<file path="config.mk">
export PLATFORM = sky130hd
export DESIGN_NAME = exc_ctrl
export DESIGN_NICKNAME = d
export VERILOG_FILES = /design/src/rtl/exc_ctrl.sv
export SDC_FILE = /design/constraint.sdc
export NUM_CORES = 1
export LEC_CHECK = 0
export ABC_AREA = 1
export ABC_CLOCK_PERIOD_IN_PS = 5350
export BUFFER_PORTS_ARGS = -buffer_cell sky130_fd_sc_hd__buf_4
export CAP_MARGIN = 20
export CORE_MARGIN = 10
export CORE_UTILIZATION = 45
export CTS_CLUSTER_SIZE = 8
export DETAILED_ROUTE_END_ITERATION = 12
export GPL_TIMING_DRIVEN = 0
export PLACE_DENSITY = 0.84
export SLEW_MARGIN = 20
export SYNTH_ARGS = -nofsm -noshare
export SYNTH_HDL_FRONTEND = slang
export SYNTH_SLANG_ARGS = --single-unit
</file>
<file path="constraint.sdc">
create_clock -name clk -period 5.35 [get_ports clk]
set_clock_uncertainty 0.15 [all_clocks]
set_input_delay 1.07 -clock clk [delete_from_list [all_inputs] [get_ports clk]]
set_output_delay 1.07 -clock clk [all_outputs]
set_load 0.05 [all_outputs]
</file>
<file path="src/rtl/exc_ctrl.sv">
module exc_ctrl #(
  parameter int XLEN = 32,
  parameter int NIRQ = 8,
  parameter logic [XLEN-1:0] EBA_RST = '0,
  parameter logic [XLEN-1:0] DEBA_RST = '0
) (
  input  logic            clk,
  input  logic            rst_n,
  input  logic [XLEN-1:0] cur_pc,
  input  logic            req_dbe,
  input  logic            req_dbz,
  input  logic            req_scall,
  input  logic            req_brk,
  input  logic [NIRQ-1:0] irq_in,
  input  logic            br_valid,
  input  logic [4:0]      br_reg,
  input  logic            csr_we,
  input  logic [2:0]      csr_sel,
  input  logic [XLEN-1:0] csr_wdata,
  output logic [XLEN-1:0] csr_rdata,
  output logic            redirect,
  output logic [XLEN-1:0] vector,
  output logic            gpr_we,
  output logic [4:0]      gpr_waddr,
  output logic [XLEN-1:0] gpr_wdata
);
  localparam logic [2:0] CAUSE_BRK  = 3'd1;
  localparam logic [2:0] CAUSE_DBE  = 3'd4;
  localparam logic [2:0] CAUSE_DBZ  = 3'd5;
  localparam logic [2:0] CAUSE_IRQ  = 3'd6;
  localparam logic [2:0] CAUSE_SC   = 3'd7;
  localparam int SLOT_SHIFT = 5;
  localparam logic [4:0] LINK_EXC = 5'd30;
  localparam logic [4:0] LINK_DBG = 5'd31;
  localparam logic [2:0] SEL_IE = 3'd0, SEL_IM = 3'd1, SEL_IP = 3'd2,
                         SEL_EB = 3'd3, SEL_DB = 3'd4;

  logic            boot;
  logic [2:0]      ie;
  logic [NIRQ-1:0] im, ip;
  logic [XLEN-1:0] eba, deba;

  logic any_req, irq_hit, exc, is_brk, csr_ok;
  logic [2:0] cause;
  logic [NIRQ-1:0] ip_clr;

  assign any_req = req_dbe | req_dbz | req_scall | req_brk;
  assign irq_hit = ie[0] & |(ip & im);
  assign exc     = ~boot & (any_req | irq_hit);
  assign is_brk  = ~req_dbe & ~req_dbz & ~req_scall & req_brk;
  assign csr_ok  = csr_we & ~exc;

  always_comb begin
    if (req_dbe)        cause = CAUSE_DBE;
    else if (req_dbz)   cause = CAUSE_DBZ;
    else if (req_scall) cause = CAUSE_SC;
    else if (req_brk)   cause = CAUSE_BRK;
    else                cause = CAUSE_IRQ;
  end

  assign redirect  = boot | exc;
  assign vector    = boot ? eba :
                     ((is_brk ? deba : eba) + (XLEN'(cause) << SLOT_SHIFT));
  assign gpr_we    = exc;
  assign gpr_waddr = is_brk ? LINK_DBG : LINK_EXC;
  assign gpr_wdata = cur_pc;

  assign ip_clr = (csr_ok && csr_sel == SEL_IP) ? csr_wdata[NIRQ-1:0] : '0;

  always_comb begin
    case (csr_sel)
      SEL_IE:  csr_rdata = XLEN'(ie);
      SEL_IM:  csr_rdata = XLEN'(im);
      SEL_IP:  csr_rdata = XLEN'(ip);
      SEL_EB:  csr_rdata = eba;
      SEL_DB:  csr_rdata = deba;
      default: csr_rdata = '0;
    endcase
  end

  always_ff @(posedge clk or negedge rst_n) begin
    if (!rst_n) begin
      boot <= 1'b1;
      ie   <= '0;
      im   <= '0;
      ip   <= '0;
      eba  <= EBA_RST;
      deba <= DEBA_RST;
    end else begin
      boot <= 1'b0;
      ip   <= (ip & ~ip_clr) | irq_in;
      if (exc)
        ie <= is_brk ? {ie[0], 2'b00} : {1'b0, ie[0], 1'b0};
      else if (br_valid && br_reg == LINK_EXC)
        ie <= {2'b00, ie[1]};
      else if (br_valid && br_reg == LINK_DBG)
        ie <= {2'b00, ie[2]};
      else if (csr_ok && csr_sel == SEL_IE)
        ie <= csr_wdata[2:0];
      if (csr_ok && csr_sel == SEL_IM) im   <= csr_wdata[NIRQ-1:0];
      if (csr_ok && csr_sel == SEL_EB) eba  <= csr_wdata;
      if (csr_ok && csr_sel == SEL_DB) deba <= csr_wdata;
    end
  end

  assert_irq_needs_ie_R6: assert property (@(posedge clk) disable iff (!rst_n)
    (!boot && !ie[0] && !any_req) |-> !redirect);

  assert_ie_push_exc_R4: assert property (@(posedge clk) disable iff (!rst_n)
    (exc && !is_brk) |=> ie == {1'b0, $past(ie[0]), 1'b0});

  assert_ie_push_brk_R3: assert property (@(posedge clk) disable iff (!rst_n)
    (exc && is_brk) |=> ie == {$past(ie[0]), 2'b00});

  assert_hw_set_wins_R8: assert property (@(posedge clk) disable iff (!rst_n)
    (|irq_in) |=> (ip & $past(irq_in)) == $past(irq_in));

  assert_dbe_first_R5: assert property (@(posedge clk) disable iff (!rst_n)
    (req_dbe && !boot) |-> (vector == eba + XLEN'(4 * 32) && gpr_waddr == LINK_EXC));

  assert_exc_drops_csr_R10: assert property (@(posedge clk) disable iff (!rst_n)
    (exc && csr_we && csr_sel == SEL_EB) |=> $stable(eba));

  assert_return_r30_R7: assert property (@(posedge clk) disable iff (!rst_n)
    (br_valid && br_reg == LINK_EXC && !exc) |=> ie == {2'b00, $past(ie[1])});
endmodule

</file>
==> impl_metrics.py, run 1 <==
metrics = {
    "outcome": {
        "run_status": "finished clean",
    },
    "global_routing": {
        "grt_start_max_net_pins": 85,
        "number_of_antenna_violations_at_the_first_check_in_global_routing": 0,
        "global_route_wire_length_before_repair_um": 33100,
        "globalRouteOverflowTotal": 0,
        "first_global_vias": 6496,
        "groute.usage.overall_pct": 22.2,
    },
    "critical_path": {
        "cp_data_required_time_ns": 4.13,
        "critical_path.max_fanout": 19,
        "path_class": "primary input to output port",
        "timing.critical_path.cells": "buf_4 -> inv_2 -> nor2_4 -> nand2_4 -> buf_6 -> buf_6 -> o21ai_0 -> ha_1 -> inv_1 -> fa_1 -> inv_1 -> nand2_1 -> nand2_1 -> nand3_2 -> nor2_4 -> nand3_2 -> nor2_1 -> nand2_1 -> nand2_1 -> nand3_1 -> nand2_1 -> buf_4",
        "crit_slowest_cell": "sky130_fd_sc_hd__fa_1",
        "path_common_cell": "sky130_fd_sc_hd__nand2_1",
        "critical_path.max_stage_delay_ns": 0.35,
        "worst_setup_path_end_kind": "output port",
        "kind_of_cell_with_the_highest_combined_delay_on_the_critical_path": "simple AND/OR/NAND/NOR gates",
        "cp-start-kind": "primary input",
        "timing.critical_path.arrival_ns": 3.90,
        "critPathBufInv": 7,
    },
    "cells_and_area": {
        "num_antenna_cells": 0,
        "drive_above_1_share_pct": 24.6,
        "area_delta_synth_final_pct": 28.2,
        "number_of_nets_in_the_finished_design": 1181,
    },
    "die": {
        "die_h_um": 136,
        "start_util_pct": 46.0,
        "top_level_ports": 191,
        "die-area_mm2": 0.0186,
        "die_w_um": 136,
        "std_cell_rows": 42,
        "floorplan.core_area_mm2": 0.0132,
    },
    "sta": {
        "worst_hold_slack_ns": 0.335,
        "worst_pin_slew_ns": 0.787,
        "postLayoutSetupSlackWorst_ns": 0.232,
        "slew_headroom_pct": 47.3,
        "timing_hold_violations_final": 0,
        "grt_setup_unrepaired": "no",
        "achievable-frequency_mhz": 195,
        "layout_min_cycle_time_ns": 5.12,
        "post-route-period-util_pct": 95.7,
        "timing.setup.tns_ns": 0,
        "setup_viol": 0,
        "timing_max_transition_violations_final": 0,
    },
    "place": {
        "i_o_buffers": 154,
        "dp_worst_setup_slack_ns": -0.165,
        "hpwlAfterDp_um": 16200,
        "gp_routability_congestion": 0.945,
    },
    "power_and_ir_drop": {
        "power_density_normalized_to_cell_area_mw_per_mm2": 328,
        "power.ir.vdd_worst_mv": 0.186,
        "p_leak_nw": 4.08,
    },
    "synthesis": {
        "ys_warn_count": 0,
        "yosys.area.top_type": "sky130_fd_sc_hd__dfrtp_1",
        "synth_enable_flop_cells": 0,
        "synth_area_mm2": 0.00609,
        "ys_async_sr_fraction_pct": 100,
        "synthTopCellsByArea": "sky130_fd_sc_hd__dfrtp_1 34%, sky130_fd_sc_hd__nand2_1 19%, sky130_fd_sc_hd__o21ai_0 8.1%",
        "syn_inst": 919,
        "postSynthAreaPerCell_um2": 6.62,
        "synth.top_cell.area_share_pct": 34.1,
        "post_synth_num_cell_types": 36,
        "synthMostInstantiatedCell": "sky130_fd_sc_hd__nand2_1",
        "synth_ff_type": "sky130_fd_sc_hd__dfrtp_1",
        "synth-seq-cells": 84,
        "synth.top_cells.by_count": "309 x sky130_fd_sc_hd__nand2_1, 121 x sky130_fd_sc_hd__inv_1, 98 x sky130_fd_sc_hd__o21ai_0",
        "seq_area_frac_synth_pct": 34.5,
    },
    "drt": {
        "post_drt_via_cell_ratio": 5.37,
        "drt-wirelength-per-cell_um": 16.8,
        "drc_violation_count_after_routing": 0,
        "detailroute.via_count": 6815,
        "drt_pass1_iterations": 5,
        "drt.antenna.violating_nets": 0,
        "first_iter_violations": 576,
        "totalWireLength_um": 21400,
    },
    "cts": {
        "path_clk_slew_ns": 0.07,
        "cts_hold_repair.buffers": 0,
        "clock_tree_from_tritoncts": "built",
        "clock-sinks": 84,
        "cts_made_buffers": 9,
        "h-tree-depth": 3,
        "clk_latency_ns": 0.36,
        "clock_root_buffer": "sky130_fd_sc_hd__clkbuf_16",
        "clock_path_buffers": 2,
    },
    "hold_path": {
        "worst_hold_path_type": "register to register",
    },
    "job": {
        "max_cap_violations": 0,
    },
}
-- state kept, by name, indices dropped and copies added (netlist names) --
signal / cells
boot: 1
deba: 32
im: 8
eba: 32
ie: 3
ip: 8
-- power breakdown --
part	internal, mW	switching [mW]	total [mW]
Sequential	0.754	0.101	0.856
Clock	0.368	0.287	0.655
Combinational	0.329	0.722	1.05
-- area by class of cell --
type	count	area, um^2
Clock buffer	9	225
Timing Repair Buffer	157	1180
Buffer	75	484
Tap cell	176	220
Fill cell	1295	5440
Multi-Input combinational cell	638	3040
Clock inverter	7	81.3
Sequential cell	84	2100
Inverter	124	465
-- logic make-up (layout without fill, tap and decap cells) --
kind of cell | Yosys count | in the layout | synth area share (%)
AOI/OAI and AO/OA | 152 | 152 | 13.7
xor gates and xnor gates | 2 | 2 | 0.288
adders and majority gates | 4 | 4 | 0.945
buffers and inverters | 200 | 372 | 15.7
DFF | 84 | 84 | 34.5
other | 2 | 5 | 0.123
and+or+nand+nor | 475 | 475 | 34.7
-- final timing paths --
path                       startpoint          to  slack [ns]  cells after the start
hold / removal                deba[1]     deba[1]        0.33                      2
max in group asynchronous       rst_n       im[2]        3.91                      1
setup / recovery              req_brk  vector[31]        0.23                     22
hold reg to reg               deba[1]     deba[1]        0.33                      2
min in group asynchronous       rst_n    deba[16]        0.62                      1
setup reg to reg                 boot    deba[13]        2.89                      8
-- metrics by stage --
stage	power, mW	utilization, %	cells	cell area [um^2]
after floorplan	1.59	-	922	6100
after global placement	1.88	56.5	1252	7480
after detailed placement	1.90	56.5	1252	7480
after CTS	2.56	58.8	1269	7790
after global routing	2.70	58.9	1270	7810
final	2.56	58.9	1270	7810
-- metal layers --
layer / routed length (um) / up-vias / global-route usage (%)
met5: 0 / - / 0
li1: - / 3238 / -
met1: 8340 / 3168 / 26.7
met3: 2090 / 53 / 6.35
met2: 10400 / 356 / 36.6
met4: 565 / 0 / 8.93
-- timing repair --
| item | in CTS | in global routing |
|---|---|---|
| endpoints found under the hold margin | 0 | 0 |
| setup endpoints to repair | 9 | 9 |
| resized for setup | 2 | 0 |
| setup buffers | 1 | 2 |
| pin swaps | 1 | 1 |
-- cell usage in the layout (no fill, tap or decap), types with 5 or more instances in the layout --
cell	synthesis	routed
sky130_fd_sc_hd__buf_4	38	194
sky130_fd_sc_hd__o2111ai_1	5	5
sky130_fd_sc_hd__conb_1	2	5
sky130_fd_sc_hd__nand3_1	69	69
sky130_fd_sc_hd__clkbuf_1	22	22
sky130_fd_sc_hd__nand2_2	10	10
sky130_fd_sc_hd__nor2_1	35	34
sky130_fd_sc_hd__nand3_2	5	5
sky130_fd_sc_hd__o21ai_1	12	13
sky130_fd_sc_hd__buf_6	7	8
sky130_fd_sc_hd__nand2_1	309	309
sky130_fd_sc_hd__nor2_4	7	7
sky130_fd_sc_hd__o22ai_1	24	24
sky130_fd_sc_hd__buf_2	7	6
sky130_fd_sc_hd__inv_1	121	121
sky130_fd_sc_hd__a21oi_1	5	5
sky130_fd_sc_hd__nor3_1	7	7
sky130_fd_sc_hd__nor2_2	10	11
sky130_fd_sc_hd__nand4_1	15	15
sky130_fd_sc_hd__dfrtp_1	83	83
sky130_fd_sc_hd__clkbuf_16	0	9
sky130_fd_sc_hd__o21ai_0	98	97
-- worst min-delay path: stages, from the launching register on --
cell and delay [ns]:
sky130_fd_sc_hd__dfrtp_1 0.34, sky130_fd_sc_hd__nand2_1 0.05, sky130_fd_sc_hd__o21ai_0 0.06
Note: power is estimated with default switching activity, not from simulation.
==> inputs of run 2 (changes only) <==
- BUFFER_PORTS_ARGS: -buffer_cell sky130_fd_sc_hd__buf_4 -> unset
- DONT_BUFFER_PORTS: unset -> 1
- PLACE_DENSITY: 0.84 -> 0.72
- RECOVER_POWER: unset -> 100
==> run 2 against run 1 <==
Sequential share of layout area rose by 5.2 points. Die area did not move. Via count fell by 12%. Combinational power fell by 16%. Sequential power barely moved. Core utilization fell by 9.6 points. Setup slack got worse by 0.046 ns. Largest power group unchanged. The run now ends with capacitance limit, slew limit left. Non-clock buffer count fell by 151. Clock-buffer cell count rose by 1.
==> impl_metrics.py, run 2 (synthesis gave the netlist of run 1 again) <==
metrics = {
    "critical_path": {
        "timing.critical_path.arrival_ns": 3.94,
        "cp_data_required_time_ns": 4.13,
        "reg2reg_setup_slack_ns": 2.24,
        "cp-start-kind": "primary input",
        "path_class": "primary input to output port",
        "critical_path.max_fanout": 10,
        "worst_setup_path_end_kind": "output port",
    },
    "drt": {
        "drt-wirelength-per-cell_um": 18.1,
        "drc_violation_count_after_routing": 0,
        "first_iter_violations": 486,
        "drt_pass1_iterations": 7,
        "post_drt_via_cell_ratio": 5.38,
        "drt.antenna.violating_nets": 0,
        "totalWireLength_um": 20300,
        "detailroute.via_count": 6017,
    },
    "sta": {
        "setup_viol": 0,
        "post-route-period-util_pct": 96.5,
        "postLayoutSetupSlackWorst_ns": 0.186,
        "timing_hold_violations_final": 0,
        "achievable-frequency_mhz": 194,
        "layout_min_cycle_time_ns": 5.16,
        "slew_headroom_pct": -9.90,
        "timing_max_transition_violations_final": 5,
        "worst_hold_slack_ns": 0.255,
        "worst_pin_slew_ns": 1.63,
        "grt_setup_unrepaired": "no",
        "timing.setup.tns_ns": 0,
    },
    "cts": {
        "clock-sinks": 84,
        "h-tree-depth": 3,
        "clk_latency_ns": 0.36,
        "clock_tree_from_tritoncts": "built",
        "clock_path_buffers": 2,
        "clock_root_buffer": "sky130_fd_sc_hd__clkbuf_16",
        "cts_made_buffers": 9,
        "path_clk_slew_ns": 0.07,
    },
    "power_and_ir_drop": {
        "power_mw": 2.37,
        "power_density_normalized_to_cell_area_mw_per_mm2": 362,
        "clkPwrFrac_pct": 26.4,
        "power_frac_comb_pct": 37.5,
        "power.ir.vdd_worst_mv": 0.236,
        "power_report.internal_total_mw": 1.29,
        "seq_power_share_pct": 36.1,
        "p_sw_share_pct": 45.6,
        "total_switching_power_mw": 1.08,
        "p_leak_nw": 3.20,
    },
    "global_routing": {
        "groute.usage.overall_pct": 21.4,
        "number_of_antenna_violations_at_the_first_check_in_global_routing": 0,
        "globalRouteOverflowTotal": 0,
        "grt_start_max_net_pins": 85,
        "first_global_vias": 5706,
        "global_route_wire_length_before_repair_um": 31300,
    },
    "place": {
        "dp_worst_setup_slack_ns": -0.294,
        "i_o_buffers": 0,
        "placedInstanceArea_mm2": 0.00634,
        "hpwlAfterDp_um": 15500,
        "gp_routability_congestion": 0.950,
    },
    "cells_and_area": {
        "area_delta_synth_final_pct": 7.44,
        "layout.cells.most_common": "sky130_fd_sc_hd__nand2_1",
        "num_antenna_cells": 0,
        "finalInstanceArea_mm2": 0.00654,
        "number_of_nets_in_the_finished_design": 1030,
        "mostFrequentLayoutCells": "305 x sky130_fd_sc_hd__nand2_1, 122 x sky130_fd_sc_hd__inv_1, 89 x sky130_fd_sc_hd__o21ai_0, 83 x sky130_fd_sc_hd__dfrtp_1, 73 x sky130_fd_sc_hd__nand3_1",
        "drive_above_1_share_pct": 8.80,
        "biggest_registers_after_layout": "deba x32, eba x32",
    },
    "die": {
        "std_cell_rows": 42,
        "die-area_mm2": 0.0186,
        "top_level_ports": 191,
        "start_util_pct": 46.0,
        "die_h_um": 136,
        "die_w_um": 136,
        "floorplan.core_area_mm2": 0.0132,
    },
    "hold_path": {
        "worst_hold_path_type": "primary input to async pin",
    },
    "outcome": {
        "run_status": "finished with violations",
        "violations": "capacitance limit, slew limit",
    },
    "job": {
        "max_cap_violations": 5,
    },
}
## run 2: final cells by class
cell class	count	area, um^2
inverter	124	465
sequential	84	2100
clock inverter	6	53.8
fill	1368	6700
clock buffer	10	239
multi-input combinational	638	3070
tap	176	220
timing repair buffer	5	30.0
buffer	76	362
## run 2: worst max-delay path, cell delays in order
cell	delay, ns
sky130_fd_sc_hd__nor2_4	0.14
sky130_fd_sc_hd__nand2_4	0.08
sky130_fd_sc_hd__buf_6	0.16
sky130_fd_sc_hd__buf_6	0.15
sky130_fd_sc_hd__buf_2	0.18
sky130_fd_sc_hd__nand2_1	0.06
sky130_fd_sc_hd__o21ai_0	0.07
sky130_fd_sc_hd__ha_1	0.33
sky130_fd_sc_hd__nand3_1	0.08
sky130_fd_sc_hd__nand3_1	0.09
sky130_fd_sc_hd__nand3_1	0.16
sky130_fd_sc_hd__nor2_2	0.20
sky130_fd_sc_hd__nand3_1	0.17
sky130_fd_sc_hd__xor2_1	0.18
sky130_fd_sc_hd__o21ai_1	0.80
## run 2: stage by stage
step | utilization (%) | std cells
2_1_floorplan | - | 922
3_3_place_gp | 47.7 | 1098
3_5_place_dp | 47.9 | 1100
4_1_cts | 50.4 | 1116
5_1_grt | 49.4 | 1119
6_report | 49.4 | 1119
## run 2: layer usage
layer / vias to the layer above / track usage [%] / part of all wire [%]
met3: 31 / 7.31 / 9.4
li1: 2925 / - / -
met4: 0 / 6.51 / 1.8
met2: 220 / 34.9 / 48
met1: 2841 / 26.2 / 41
met5: - / 0 / 0
## run 2: what timing repair did
item                       in CTS  in global routing
setup buffers                   0                  3
setup endpoints to repair       9                 11
resized for setup              10                  4
hold buffers                    0                  0
pin swaps                       0                  3
hold endpoints to repair        0                  0
## run 2: final timing paths
path | start | depth (start not counted) | endpoint
max | req_dbz | 15 | vector[14]
min | rst_n | 0 | eba[15]
max reg2reg | boot | 8 | deba[18]
min reg2reg | deba[1] | 2 | deba[1]
max in group asynchronous | rst_n | 0 | boot
min in group clk | deba[1] | 2 | deba[1]
## run 2: power by group through the flow
stage          Combinational, mW  Clock, mW  Sequential, mW
2_1_floorplan              0.754          0           0.834
3_3_place_gp               0.867          0           0.859
3_5_place_dp               0.886          0           0.861
4_1_cts                    0.900      0.633           0.851
5_1_grt                    0.970      0.657           0.871
6_report                   0.887      0.624           0.854
